--- src/rtl/clk_src_pkg.sv ---
package clk_src_pkg;
  typedef enum logic [1:0] {
    SRC_PRI = 2'd0,
    SRC_SEC = 2'd1,
    SRC_INT = 2'd2
  } src_e;

  function automatic src_e sel_to_src(logic [1:0] sel);
    if (sel[1]) return SRC_INT;
    if (sel[0]) return SRC_SEC;
    return SRC_PRI;
  endfunction
endpackage

--- src/rtl/ost_timer.sv ---
module ost_timer #(
  parameter int OST_CYCLES      = 1024,
  parameter int PLL_LOCK_CYCLES = 2000
) (
  input  logic clk_i,
  input  logic rst_ni,
  input  logic en_i,
  input  logic pll_en_i,
  output logic rdy_o
);
  localparam int TotMax = OST_CYCLES + PLL_LOCK_CYCLES;
  localparam int CntW   = $clog2(TotMax + 1);

  logic [CntW-1:0] cnt_q, lim;

  assign lim = pll_en_i ? CntW'(TotMax) : CntW'(OST_CYCLES);

  always_ff @(posedge clk_i or negedge rst_ni) begin
    if (!rst_ni)            cnt_q <= '0;
    else if (!en_i)         cnt_q <= '0;
    else if (cnt_q < lim)   cnt_q <= cnt_q + CntW'(1);
  end

  assign rdy_o = en_i && (cnt_q >= lim);

  // a fresh start never reports ready at once
  assert_fresh_start_R7: assert property (@(posedge clk_i) disable iff (!rst_ni)
    $rose(en_i) |-> !rdy_o);
endmodule

--- src/rtl/switch_seq.sv ---
module switch_seq import clk_src_pkg::*; #(
  parameter int SW_DLY = 3
) (
  input  logic clk_i,
  input  logic rst_ni,
  input  src_e tgt_i,
  input  logic pri_rdy_i,
  input  logic sec_ok_i,
  output src_e act_o,
  output src_e act_d_o
);
  localparam int CntW = $clog2(SW_DLY + 1);

  src_e            act_q, tgt_q, tgt_d;
  logic [CntW-1:0] cnt_q, cnt_d;
  logic            tgt_rdy;

  always_comb begin
    case (tgt_i)
      SRC_PRI: tgt_rdy = pri_rdy_i;
      SRC_SEC: tgt_rdy = sec_ok_i;
      default: tgt_rdy = 1'b1;
    endcase
  end

  always_comb begin
    act_d_o = act_q;
    tgt_d   = tgt_q;
    cnt_d   = cnt_q;
    if (tgt_i != tgt_q) begin
      // new target: restart the changeover
      tgt_d = tgt_i;
      cnt_d = '0;
    end else if (tgt_i != act_q && tgt_rdy) begin
      if (cnt_q == CntW'(SW_DLY - 1)) begin
        act_d_o = tgt_i;
        cnt_d   = '0;
      end else begin
        cnt_d = cnt_q + CntW'(1);
      end
    end else begin
      cnt_d = '0;
    end
  end

  always_ff @(posedge clk_i or negedge rst_ni) begin
    if (!rst_ni) begin
      act_q <= SRC_PRI;
      tgt_q <= SRC_PRI;
      cnt_q <= '0;
    end else begin
      act_q <= act_d_o;
      tgt_q <= tgt_d;
      cnt_q <= cnt_d;
    end
  end

  assign act_o = act_q;

  assert_act_legal_R2: assert property (@(posedge clk_i) disable iff (!rst_ni)
    act_q inside {SRC_PRI, SRC_SEC, SRC_INT});

  assert_sec_entry_R3: assert property (@(posedge clk_i) disable iff (!rst_ni)
    (act_q == SRC_SEC && $past(act_q) != SRC_SEC) |-> $past(sec_ok_i));

  assert_pri_entry_R7: assert property (@(posedge clk_i) disable iff (!rst_ni)
    (act_q == SRC_PRI && $past(act_q) != SRC_PRI) |-> $past(pri_rdy_i));

  assert_retarget_hold_R13: assert property (@(posedge clk_i) disable iff (!rst_ni)
    ($past(tgt_i) != $past(tgt_q)) |-> act_q == $past(act_q));
endmodule

--- src/rtl/int_osc_mon.sv ---
module int_osc_mon #(
  parameter int HF_STAB_CYCLES = 16
) (
  input  logic       clk_i,
  input  logic       rst_ni,
  input  logic [2:0] freq_i,
  input  logic       src_i,
  input  logic       int_now_i,
  input  logic       int_next_i,
  input  logic       lf_rdy_i,
  input  logic       keep_lf_i,
  output logic       hf_en_o,
  output logic       lf_en_o,
  output logic       hf_stab_o,
  output logic       int_stab_o
);
  localparam int CntW = $clog2(HF_STAB_CYCLES + 1);

  logic            lf_sel;
  logic [CntW-1:0] cnt_q;

  assign lf_sel  = (freq_i == 3'b000) && !src_i;
  assign hf_en_o = !lf_sel && int_now_i;
  assign lf_en_o = (lf_sel && int_now_i) || keep_lf_i;

  // int_next_i uses the next active source so the flag drops on the switch edge
  always_ff @(posedge clk_i or negedge rst_ni) begin
    if (!rst_ni)                                   cnt_q <= '0;
    else if (lf_sel || !int_next_i)                cnt_q <= '0;
    else if (cnt_q != CntW'(HF_STAB_CYCLES))       cnt_q <= cnt_q + CntW'(1);
  end

  assign hf_stab_o  = hf_en_o && (cnt_q == CntW'(HF_STAB_CYCLES));
  assign int_stab_o = lf_sel ? lf_rdy_i : hf_stab_o;

  assert_hf_settle_R11: assert property (@(posedge clk_i) disable iff (!rst_ni)
    $rose(hf_stab_o) |-> $past(hf_en_o));
endmodule

--- src/rtl/clk_src_ctrl.sv ---
module clk_src_ctrl import clk_src_pkg::*; #(
  parameter int OST_CYCLES      = 1024,
  parameter int PLL_LOCK_CYCLES = 2000,
  parameter int SW_DLY          = 3,
  parameter int HF_STAB_CYCLES  = 16
) (
  input  logic       clk_i,
  input  logic       rst_ni,
  input  logic [1:0] sel_i,
  input  logic       sec_en_i,
  input  logic       sec_rdy_i,
  input  logic       pll_en_i,
  input  logic [2:0] freq_i,
  input  logic       int_src_i,
  input  logic       lf_rdy_i,
  input  logic       wdt_en_i,
  input  logic       fscm_en_i,
  output logic [1:0] act_src_o,
  output logic       pri_en_o,
  output logic       ost_done_o,
  output logic       sec_run_o,
  output logic       hf_en_o,
  output logic       hf_stab_o,
  output logic       lf_en_o,
  output logic       int_stab_o
);
  src_e tgt, act_q, act_d;
  logic pri_rdy, sec_ok, ost_q, sec_q, int_now, int_next;

  assign tgt      = sel_to_src(sel_i);
  assign sec_ok   = sec_en_i && sec_rdy_i;
  assign pri_en_o = (tgt == SRC_PRI) || (act_q == SRC_PRI);
  assign int_now  = (tgt == SRC_INT) || (act_q == SRC_INT);
  assign int_next = (tgt == SRC_INT) || (act_d == SRC_INT);

  ost_timer #(
    .OST_CYCLES     (OST_CYCLES),
    .PLL_LOCK_CYCLES(PLL_LOCK_CYCLES)
  ) u_ost (
    .clk_i   (clk_i),
    .rst_ni  (rst_ni),
    .en_i    (pri_en_o),
    .pll_en_i(pll_en_i),
    .rdy_o   (pri_rdy)
  );

  switch_seq #(.SW_DLY(SW_DLY)) u_sw (
    .clk_i    (clk_i),
    .rst_ni   (rst_ni),
    .tgt_i    (tgt),
    .pri_rdy_i(pri_rdy),
    .sec_ok_i (sec_ok),
    .act_o    (act_q),
    .act_d_o  (act_d)
  );

  int_osc_mon #(.HF_STAB_CYCLES(HF_STAB_CYCLES)) u_int (
    .clk_i     (clk_i),
    .rst_ni    (rst_ni),
    .freq_i    (freq_i),
    .src_i     (int_src_i),
    .int_now_i (int_now),
    .int_next_i(int_next),
    .lf_rdy_i  (lf_rdy_i),
    .keep_lf_i (wdt_en_i || fscm_en_i),
    .hf_en_o   (hf_en_o),
    .lf_en_o   (lf_en_o),
    .hf_stab_o (hf_stab_o),
    .int_stab_o(int_stab_o)
  );

  always_ff @(posedge clk_i or negedge rst_ni) begin
    if (!rst_ni) begin
      ost_q <= 1'b0;
      sec_q <= 1'b0;
    end else begin
      ost_q <= (act_d == SRC_PRI) && pri_rdy;
      sec_q <= (act_d == SRC_SEC);
    end
  end

  assign act_src_o  = act_q;
  assign ost_done_o = ost_q;
  assign sec_run_o  = sec_q;

  assert_sec_flag_R5: assert property (@(posedge clk_i) disable iff (!rst_ni)
    sec_run_o == (act_src_o == SRC_SEC));

  assert_ost_clear_R6: assert property (@(posedge clk_i) disable iff (!rst_ni)
    act_src_o != SRC_PRI |-> !ost_done_o);

  assert_ost_rise_R9: assert property (@(posedge clk_i) disable iff (!rst_ni)
    $rose(ost_done_o) |-> act_src_o == SRC_PRI);
endmodule

--- config.mk ---
export PLATFORM = sky130hd
export DESIGN_NAME = clk_src_ctrl
export DESIGN_NICKNAME = d
export VERILOG_FILES = /design/src/rtl/clk_src_pkg.sv /design/src/rtl/ost_timer.sv /design/src/rtl/switch_seq.sv /design/src/rtl/int_osc_mon.sv /design/src/rtl/clk_src_ctrl.sv
export SDC_FILE = /design/constraint.sdc
export NUM_CORES = 1
export LEC_CHECK = 0
export CAP_MARGIN = 5
export CORE_ASPECT_RATIO = 2
export CORE_MARGIN = 5
export CORE_UTILIZATION = 55
export CTS_CLUSTER_SIZE = 28
export DETAILED_ROUTE_END_ITERATION = 6
export DONT_BUFFER_PORTS = 1
export MAX_ROUTING_LAYER = met4
export PLACE_DENSITY = 0.71
export SLEW_MARGIN = 20
export SYNTH_ARGS = -nofsm -noshare
export SYNTH_HDL_FRONTEND = slang
export SYNTH_SLANG_ARGS = --single-unit
export TNS_END_PERCENT = 50
--- constraint.sdc ---
create_clock -name clk_i -period 3.2 [get_ports clk_i]
set_input_delay 0.16 -clock clk_i [delete_from_list [all_inputs] [get_ports clk_i]]
set_output_delay 0.16 -clock clk_i [all_outputs]
set_load 0.05 [all_outputs]
==> results of run 1 <==
==> flip-flops by register name, summed over array words and instances, names as in the netlist <==
signal	count
u_ost.cnt_q	12
u_int.cnt_q	5
ost_done_o	1
u_sw.act_o	2
sec_run_o	1
u_sw.cnt_q	2
u_sw.tgt_q	2
==> synth_stat cells, types with 2 or more instances <==
cell       instances  area share, %
a2111oi_2          3            2.7
nor4_1             6            2.2
nor2_1            20            4.5
nand4_1            2           0.75
a21oi_1            5            1.5
ha_1              11            8.2
nor4b_1            2            1.0
o21ai_2            2            1.0
xor2_1             2            1.0
nor4b_2            2            1.8
nand3_1            5            1.5
inv_1             10            2.2
buf_2              2           0.60
nand2_1            9            2.0
nor3_2             2            1.2
nor2b_1            3            1.1
dfrtp_1           25             37
clkbuf_1           2           0.45
buf_6              2            1.3
xnor2_1           13            6.8
a211oi_1           7            3.1
mux2i_1            2            1.2
==> placed cells by master, fill, tap and decap left out, drive strengths merged, types with 5 or more instances in the layout <==
cell    count
a211oi      8
a21oi       5
dfrtp      25
ha         11
inv        10
nand2       9
nand3       5
nor2       20
nor4        8
nor4b       5
xnor2      13
==> per-layer routing <==
| layer | part of all wire [%] | vias to the layer above | GRT usage, % | wire length (um) |
|---|---|---|---|---|
| met5 | 0 | - | - | 0 |
| met4 | 3.9 | 0 | 10.3 | 142 |
| met3 | 3.8 | 11 | 2.73 | 137 |
| met2 | 57 | 38 | 35.1 | 2080 |
| met1 | 35 | 607 | 18.3 | 1270 |
| li1 | - | 588 | - | - |
==> timing repair <==
| item | in CTS | in global routing |
|---|---|---|
| hold buffers | 3 | 0 |
| setup buffers | 0 | 0 |
| hold endpoints to repair | 27 | 0 |
==> worst paths after layout <==
check	from	end	slack [ns]	depth (start not counted)
max in group asynchronous	rst_ni	u_sw.cnt_q[0]	2.72	2
min	sel_i[0]	u_sw.tgt_q[0]	0.06	1
max reg2reg	u_ost.cnt_q[11]	u_int.cnt_q[1]	0.72	6
min reg2reg	u_sw.cnt_q[0]	u_sw.cnt_q[0]	0.45	1
max	u_sw.act_o[0]	int_stab_o	0.41	6
min in group asynchronous	rst_ni	u_ost.cnt_q[11]	0.32	2
==> power by group through the flow <==
stage / sequential [uW] / combinational, uW / clock [uW]
6_report: 358 / 83.4 / 186
5_1_grt: 360 / 93.5 / 208
3_5_place_dp: 365 / 72.8 / 0
2_1_floorplan: 361 / 63.5 / 0
3_3_place_gp: 364 / 68.5 / 0
4_1_cts: 358 / 84.9 / 194
==> per-stage QoR <==
step / setup WS (ns) / utilization (%) / hold slack [ns]
after global routing: 0.290 / 60.6 / 0.0425
final: 0.413 / 60.6 / 0.0567
after CTS: 0.393 / 60.6 / 0.0494
after detailed placement: 0.699 / 57.7 / -0.135
after floorplan: 0.351 / - / -0.136
after global placement: 0.717 / 57.7 / -0.135
==> cells by family (layout without fill, tap and decap cells) <==
kind of cell / count (synthesis) / in the layout / share of synthesized area [%]
and+or+nand+nor: 67 / 67 / 26.5
AOI/OAI and AO/OA: 27 / 27 / 14.3
DFF: 25 / 25 / 37.3
buffers and inverters: 16 / 20 / 4.62
xor gates and xnor gates: 15 / 15 / 7.83
adders and majority gates: 11 / 11 / 8.20
muxes: 2 / 2 / 1.19
==> area by class of cell <==
class | instances | share of cell area (%)
multi-input combinational | 122 | 54.7
sequential | 25 | 35.1
timing repair buffer | 6 | 3.51
clock buffer | 4 | 2.53
inverter | 10 | 2.11
tap | 30 | 2.11
==> impl_results.md, run 1 <==
* Core Box Area at 2940 um2
* Sequential share of the synthesized area at 37.3%
* Worst hold path class: in2reg
* P_int at 449 uW
* Critical path data arrival time at ~2.6 ns
* Detailed-route wire length at 3.63 mm
* Starting density of the core at 57.0%
* Number of H-tree levels at 1
* Mapped Avg Cell Area at just over 10 um2
* Total iterations of the first detailed-routing run at 4
* GR Util All Layers at 18.9%
* Via count of the first global-routing pass at 1335
* Global-route wire length before repair at 6.22 mm
* Switching power at 178 uW
* Multi-input combinational cell area at ~970 um2
* Input/output buffers at 0
* Number of standard cells in the final layout excluding fillers at 197
* First DRT Iteration DRCs at 29
* Static leakage at 0.000730 uW
* Proportion of power drawn by flip-flops and latches at between 50% and 60%
* Main flop type after synthesis: dfrtp_1
* Die boundary height at 88.1 um
* Footprint of the flip-flops and latches at 626 um2
* Clock-pin slew of the registers on the worst-case setup and hold paths at 0.08 ns
* Async SR Flop Fraction at 100%
* Status: finished clean
* DR DRC count at 0
* Post-Synthesis Cells at about 160
* Final count of pins violating max slew at 0
* Post-detailed-placement cell area at 1700 um2
* Antenna cells at 0
* Average routed wire per standard cell at 18.4 um
* Type of the worst setup path: reg2out
* DIE AREA at 4320 um2
* Clock latency on the worst-skew pair at 0.27 ns
* Number of buffers on the longest clock path at 2
* Number of I/O pins at 23
* Dominant delay contributor by cell family on the critical path: simple AND/OR/NAND/NOR gates
* Unrepaired setup endpoints after global routing: false
* Highest ir drop seen on vdd at about 0.0003 V
* Antenna violations before repair at 0
* Normalized max-slew margin at between 30 and 40%
* Area of all placed cells without fillers at 1780 um2
* Master cell of the clock root buffer: clkbuf_8
* Logic gate share of total power at 13.3%
* PostCTS Resize Cnt at 0
* Cts bufs inserted at 3
* Number of enable flip-flop cells after synthesis at 0
* Sum of net half-perimeters after detailed placement at 2.74 mm
* Peak fanout along the critical path at 7
* Clock tree skew after final layout at 0.00520 ns
* Share of total power consumed by net switching at between 20 and 30%
* Setup TNS after final layout at 0 ns
* Number of max-capacitance violations reported at 0
* Kind of launch point of the worst setup path: register
* Number of library cell types mapped by synthesis at 48
* Final number of setup-violating endpoints at 0
* Instance count after placement with tap cells included at 190
* Pwr/cell area at around 350 nW/um2
* Fmax at 359 MHz
* Most frequent cell on the critical path: nor2_1
* Synthesized netlist net count at roughly 190
* Total number of clock tree sinks at 25
* Share of the clock period used by the worst path at 87.1%
* Total buffers and inverters traversed by the critical path at 1
* Final hold viol count at 0
* Fin nets at 193
* Synth Warn # at 0
* Actual slew at the worst max-slew pin at 0.988 ns
* Area growth syn-to-layout at 6.26%
* Cell area after synthesis at 1680 um2
* Slowest cell on the critical path: nor2_1
* Final critical delay including setup and external delays at 2.79 ns
* Seq cells post-synth at 25
* Total number of vias at 1244
* Count of antenna-violating nets left after detailed routing at 0
* Die Span X at 49.1 um
* Type of destination of the critical path: output port
* Post-DR vias/cell at 6.31
* Required @ worst endpoint at around 3.0 ns
* Total power of the final layout at between 600 and 700 uW
* TritonCTS clock tree: yes
* Gpl congestion at 0.856
* Relative contribution of the clock network to total power at 29.6%
* Maximum number of pins on one net before global-route repair at 26
* Number of rows in the core area at 28
* Fraction of final layout cells with drive strength greater than 1 at 16.8%
* Cell-by-cell listing of the critical path: and2b_4, nor2_1, nor2_1, and2_1, a21o_1, buf_4
* Delay of the slowest critical-path stage at approximately 0.72 ns
* Gr ovfl total at 0
* Filler instances at 245
Power figures use the tool's default switching activity.
==> run 2: changes to the inputs <==
--- a/config.mk
+++ b/config.mk
@@ -17,5 +17,6 @@
 export SLEW_MARGIN = 20
 export SYNTH_ARGS = -nofsm -noshare
 export SYNTH_HDL_FRONTEND = slang
+export SYNTH_HIERARCHICAL = 1
 export SYNTH_SLANG_ARGS = --single-unit
 export TNS_END_PERCENT = 50
==> constraint.sdc (replaced) <==
create_clock -name clk_i -period 3.2 [get_ports clk_i]
set_input_delay 0.32 -clock clk_i [delete_from_list [all_inputs] [get_ports clk_i]]
set_output_delay 0.32 -clock clk_i [all_outputs]
set_load 0.05 [all_outputs]
==> run 2 against run 1 <==
  * Clock skew increased by 0.0044 ns
  * Utilization is 0.34 points higher
  * Synthesized cell count down 5.5%
  * Sequential cell count is the same
  * Area after synthesis down 9.8%
  * Total power up 60%
  * Largest cell class unchanged
==> impl_results.md, run 2 <==
* Number of I/O pins at 23
* Most common cell after layout, fill and taps aside: dfrtp_1
* Post-CTS Setup Inserts at 0
* First DRT Iteration DRCs at 19
* Starting density of the core at approximately 56%
* Sequential share of the synthesized area at 41.3%
* Area growth syn-to-layout at 8.76%
* Input/output buffers at 0
* Sum of met2 wire segment lengths after detailed routing at 1.74 mm
* Antenna violations before repair at 0
* Final count of pins violating max slew at 0
* Unrepaired setup endpoints after global routing: false
* Setup TNS after final layout at 0 ns
* TritonCTS clock tree: yes
* Cell area after synthesis at 1510 um2
* Synthesized netlist net count at 179
* Type of destination of the critical path: register
* Total number of vias at 1133
* Multi-input combinational cell area at around 850 um2
* Top layer used by detailed routing: met4
* Mapped Avg Cell Area at about 9.8 um2
* Main flop type after synthesis: dfrtp_1
* Met3 wirelength from detailed routing at 148 um
* Filler instances at 246
* Cell-by-cell listing of the critical path: inv_1, ha_1, nand2b_4, a211o_1, a21oi_1, a21oi_1, mux2_4, o22ai_2, nor2_2, mux2_1, inv_1, a21o_1, nand2_1, nor3_1
* Peak fanout along the critical path at 6
* Count of antenna-violating nets left after detailed routing at 0
* Maximum number of pins on one net before global-route repair at 26
* Final hold viol count at 0
* Worst hold path class: in2reg
* Async SR Flop Fraction at 100%
* Final critical delay including setup and external delays at between 2 and 3 ns
* Footprint of the flip-flops and latches at 626 um2
* Synth Warn # at 6
* Number of rows in the core area at 27
* Delay of the slowest critical-path stage at 0.42 ns
* Largest reg by FF count: u_ost/cnt_q
* Number of enable flip-flop cells after synthesis at 0
* Critical path data arrival time at around 3.1 ns
* Master cell of the clock root buffer: clkbuf_8
* Total iterations of the first detailed-routing run at 4
* Final number of setup-violating endpoints at 0
* Antenna cells at 0
* Clock tree skew after final layout at between 0.009 and 0.01 ns
* GR Util All Layers at 18.9%
* Clock-pin slew of the registers on the worst-case setup and hold paths at 0.09 ns
* Most instantiated library cell after synthesis: dfrtp_1
* Post-Synthesis Cells at between 150 and 200
* Largest cells by area after synthesis: dfrtp_1 41%, ha_1 9.1%, xnor2_1 4.6%, nor2_1 3.7%, a21oi_1 3.3%
* Share of the clock period used by the worst path at approximately 92%
* Count of hold buffers inserted by post-cts repair at 2
* Pwr/cell area at 610 nW/um2
* Gr ovfl total at 0
* Total number of clock tree sinks at 25
* Status: finished clean
* Die Span X at 47.1 um
* Number of H-tree levels at 1
* Number of library cell types mapped by synthesis at 41
* Via count of the first global-routing pass at roughly 1200
* Normalized max-slew margin at 60.5%
* Slowest cell on the critical path: dfrtp_1
* Fmax at 339 MHz
* Biggest registers after layout: u_ost/cnt_q x12, u_int/cnt_q x5
* Type of the worst setup path: reg2reg
* Required @ worst endpoint at 3.38 ns
* Number of flip-flops under the largest register name at 12
* Fraction of final layout cells with drive strength greater than 1 at 11.9%
* Highest ir drop seen on vdd at 0.000389 V
* DR DRC count at 0
* Share of the synthesized area in the top cell type at 41.3%
* Gpl congestion at approximately 0.84
* Seq cells post-synth at 25
* Length of routed wiring on met1 at 1.08 mm
* Average routed wire per standard cell at 16.3 um
* Cell type contributing the most total cell area after synthesis: dfrtp_1
* Clock latency on the worst-skew pair at ~0.27 ns
* Global-route wire length before repair at about 5.4 mm
* Synth cell count leaders: 25 x dfrtp_1, 15 x nor2_1, 11 x ha_1
* Cts bufs inserted at 3
* Static leakage at 0.000788 uW
* Kind of launch point of the worst setup path: register
* Core occupancy in the finished layout at approximately three fifths
* Detailed-route wire length at 3.08 mm
* Actual slew at the worst max-slew pin at 0.592 ns
* Core Box Area at around 2700 um2
* Post-DR vias/cell at roughly 6
* Die boundary height at around 84 um
* Number of max-capacitance violations reported at 0
* Sum of net half-perimeters after detailed placement at around 2.4 mm
* Commonest cells after routing, fill and taps aside: 25 x dfrtp_1, 15 x nor2_1, 11 x ha_1
* DIE AREA at 3970 um2
* Number of buffers on the longest clock path at 2
* PostCTS Resize Cnt at 0
* Fin nets at 186
[run 2: changes by cell type after synthesis, moves of 3 or more]
cell,change
a211oi_1,-5
a21o_1,+4
o21ai_0,+4
nor4_1,-5
or3_1,+3
a21oi_1,+5
nor2_1,-5
xnor2_1,-5
a2111oi_2,-3
[run 2: final timing paths]
check / start / endpoint / slack (ns) / cells after the start
min in group asynchronous: rst_ni / ost_done_o / 0.50 / 2
worst min register to register: u_sw/cnt_q[0] / u_sw/cnt_q[0] / 0.46 / 1
worst max-delay path: u_ost/cnt_q[4] / u_int/cnt_q[2] / 0.25 / 14
max in group asynchronous: rst_ni / u_int/cnt_q[0] / 2.55 / 2
worst min-delay path: sel_i[1] / u_sw/tgt_q[1] / 0.07 / 0
worst max register to register: u_ost/cnt_q[4] / u_int/cnt_q[2] / 0.25 / 14
[run 2: power by group]
part | internal, uW | switching, uW
combinational | 155 | 186
sequential | 386 | 92.1
clock | 88.0 | 97.5
[run 2: area by class of cell]
cell class	count	share of cell area [%]
well taps	29	2.20
inverters	10	2.28
multi-input cells	116	51.4
clock inverters	1	0.456
repair buffers	5	3.19
flip-flops and latches	25	38.0
clock buffers	3	2.51
[run 2: cells by family (layout without fill, tap and decap cells)]
logic type	count (synthesis)	in the layout	synth area share, %
muxes	7	7	5.12
buffers and inverters	13	19	3.22
DFF	25	25	41.3
adders and majority gates	11	11	9.09
AOI/OAI and AO/OA	27	27	11.3
xor gates and xnor gates	12	12	6.94
and+or+nand+nor	59	59	23.0
[run 2: metal layers]
metal,vias up,GRT usage (%)
li1,549,-
met1,543,20.5
met2,33,31.7
met3,8,3.43
met4,0,7.81
met5,-,-
[run 2: metrics by stage]
| step | instance area (um2) | hold slack (ns) | cells | total power [uW] | setup slack, ns |
|---|---|---|---|---|---|
| 2_1_floorplan | 1520 | 0.0244 | 154 | 726 | 0.271 |
| 3_3_place_gp | 1570 | 0.0251 | 183 | 789 | 0.339 |
| 3_5_place_dp | 1570 | 0.0252 | 183 | 811 | 0.235 |
| 4_1_cts | 1650 | 0.0643 | 189 | 1010 | 0.234 |
| 5_1_grt | 1650 | 0.0512 | 189 | 1090 | 0.00229 |
| 6_report | 1650 | 0.0706 | 189 | 1000 | 0.252 |
[run 2: worst max-delay path, delay by kind of cell (launching register included)]
family | cells | cell delay, ns
buf+inv | 2 | 0.15
compound gates | 5 | 1.03
simple gates | 4 | 0.42
fa+ha+maj | 1 | 0.19
flops | 1 | 0.42
mux | 2 | 0.64
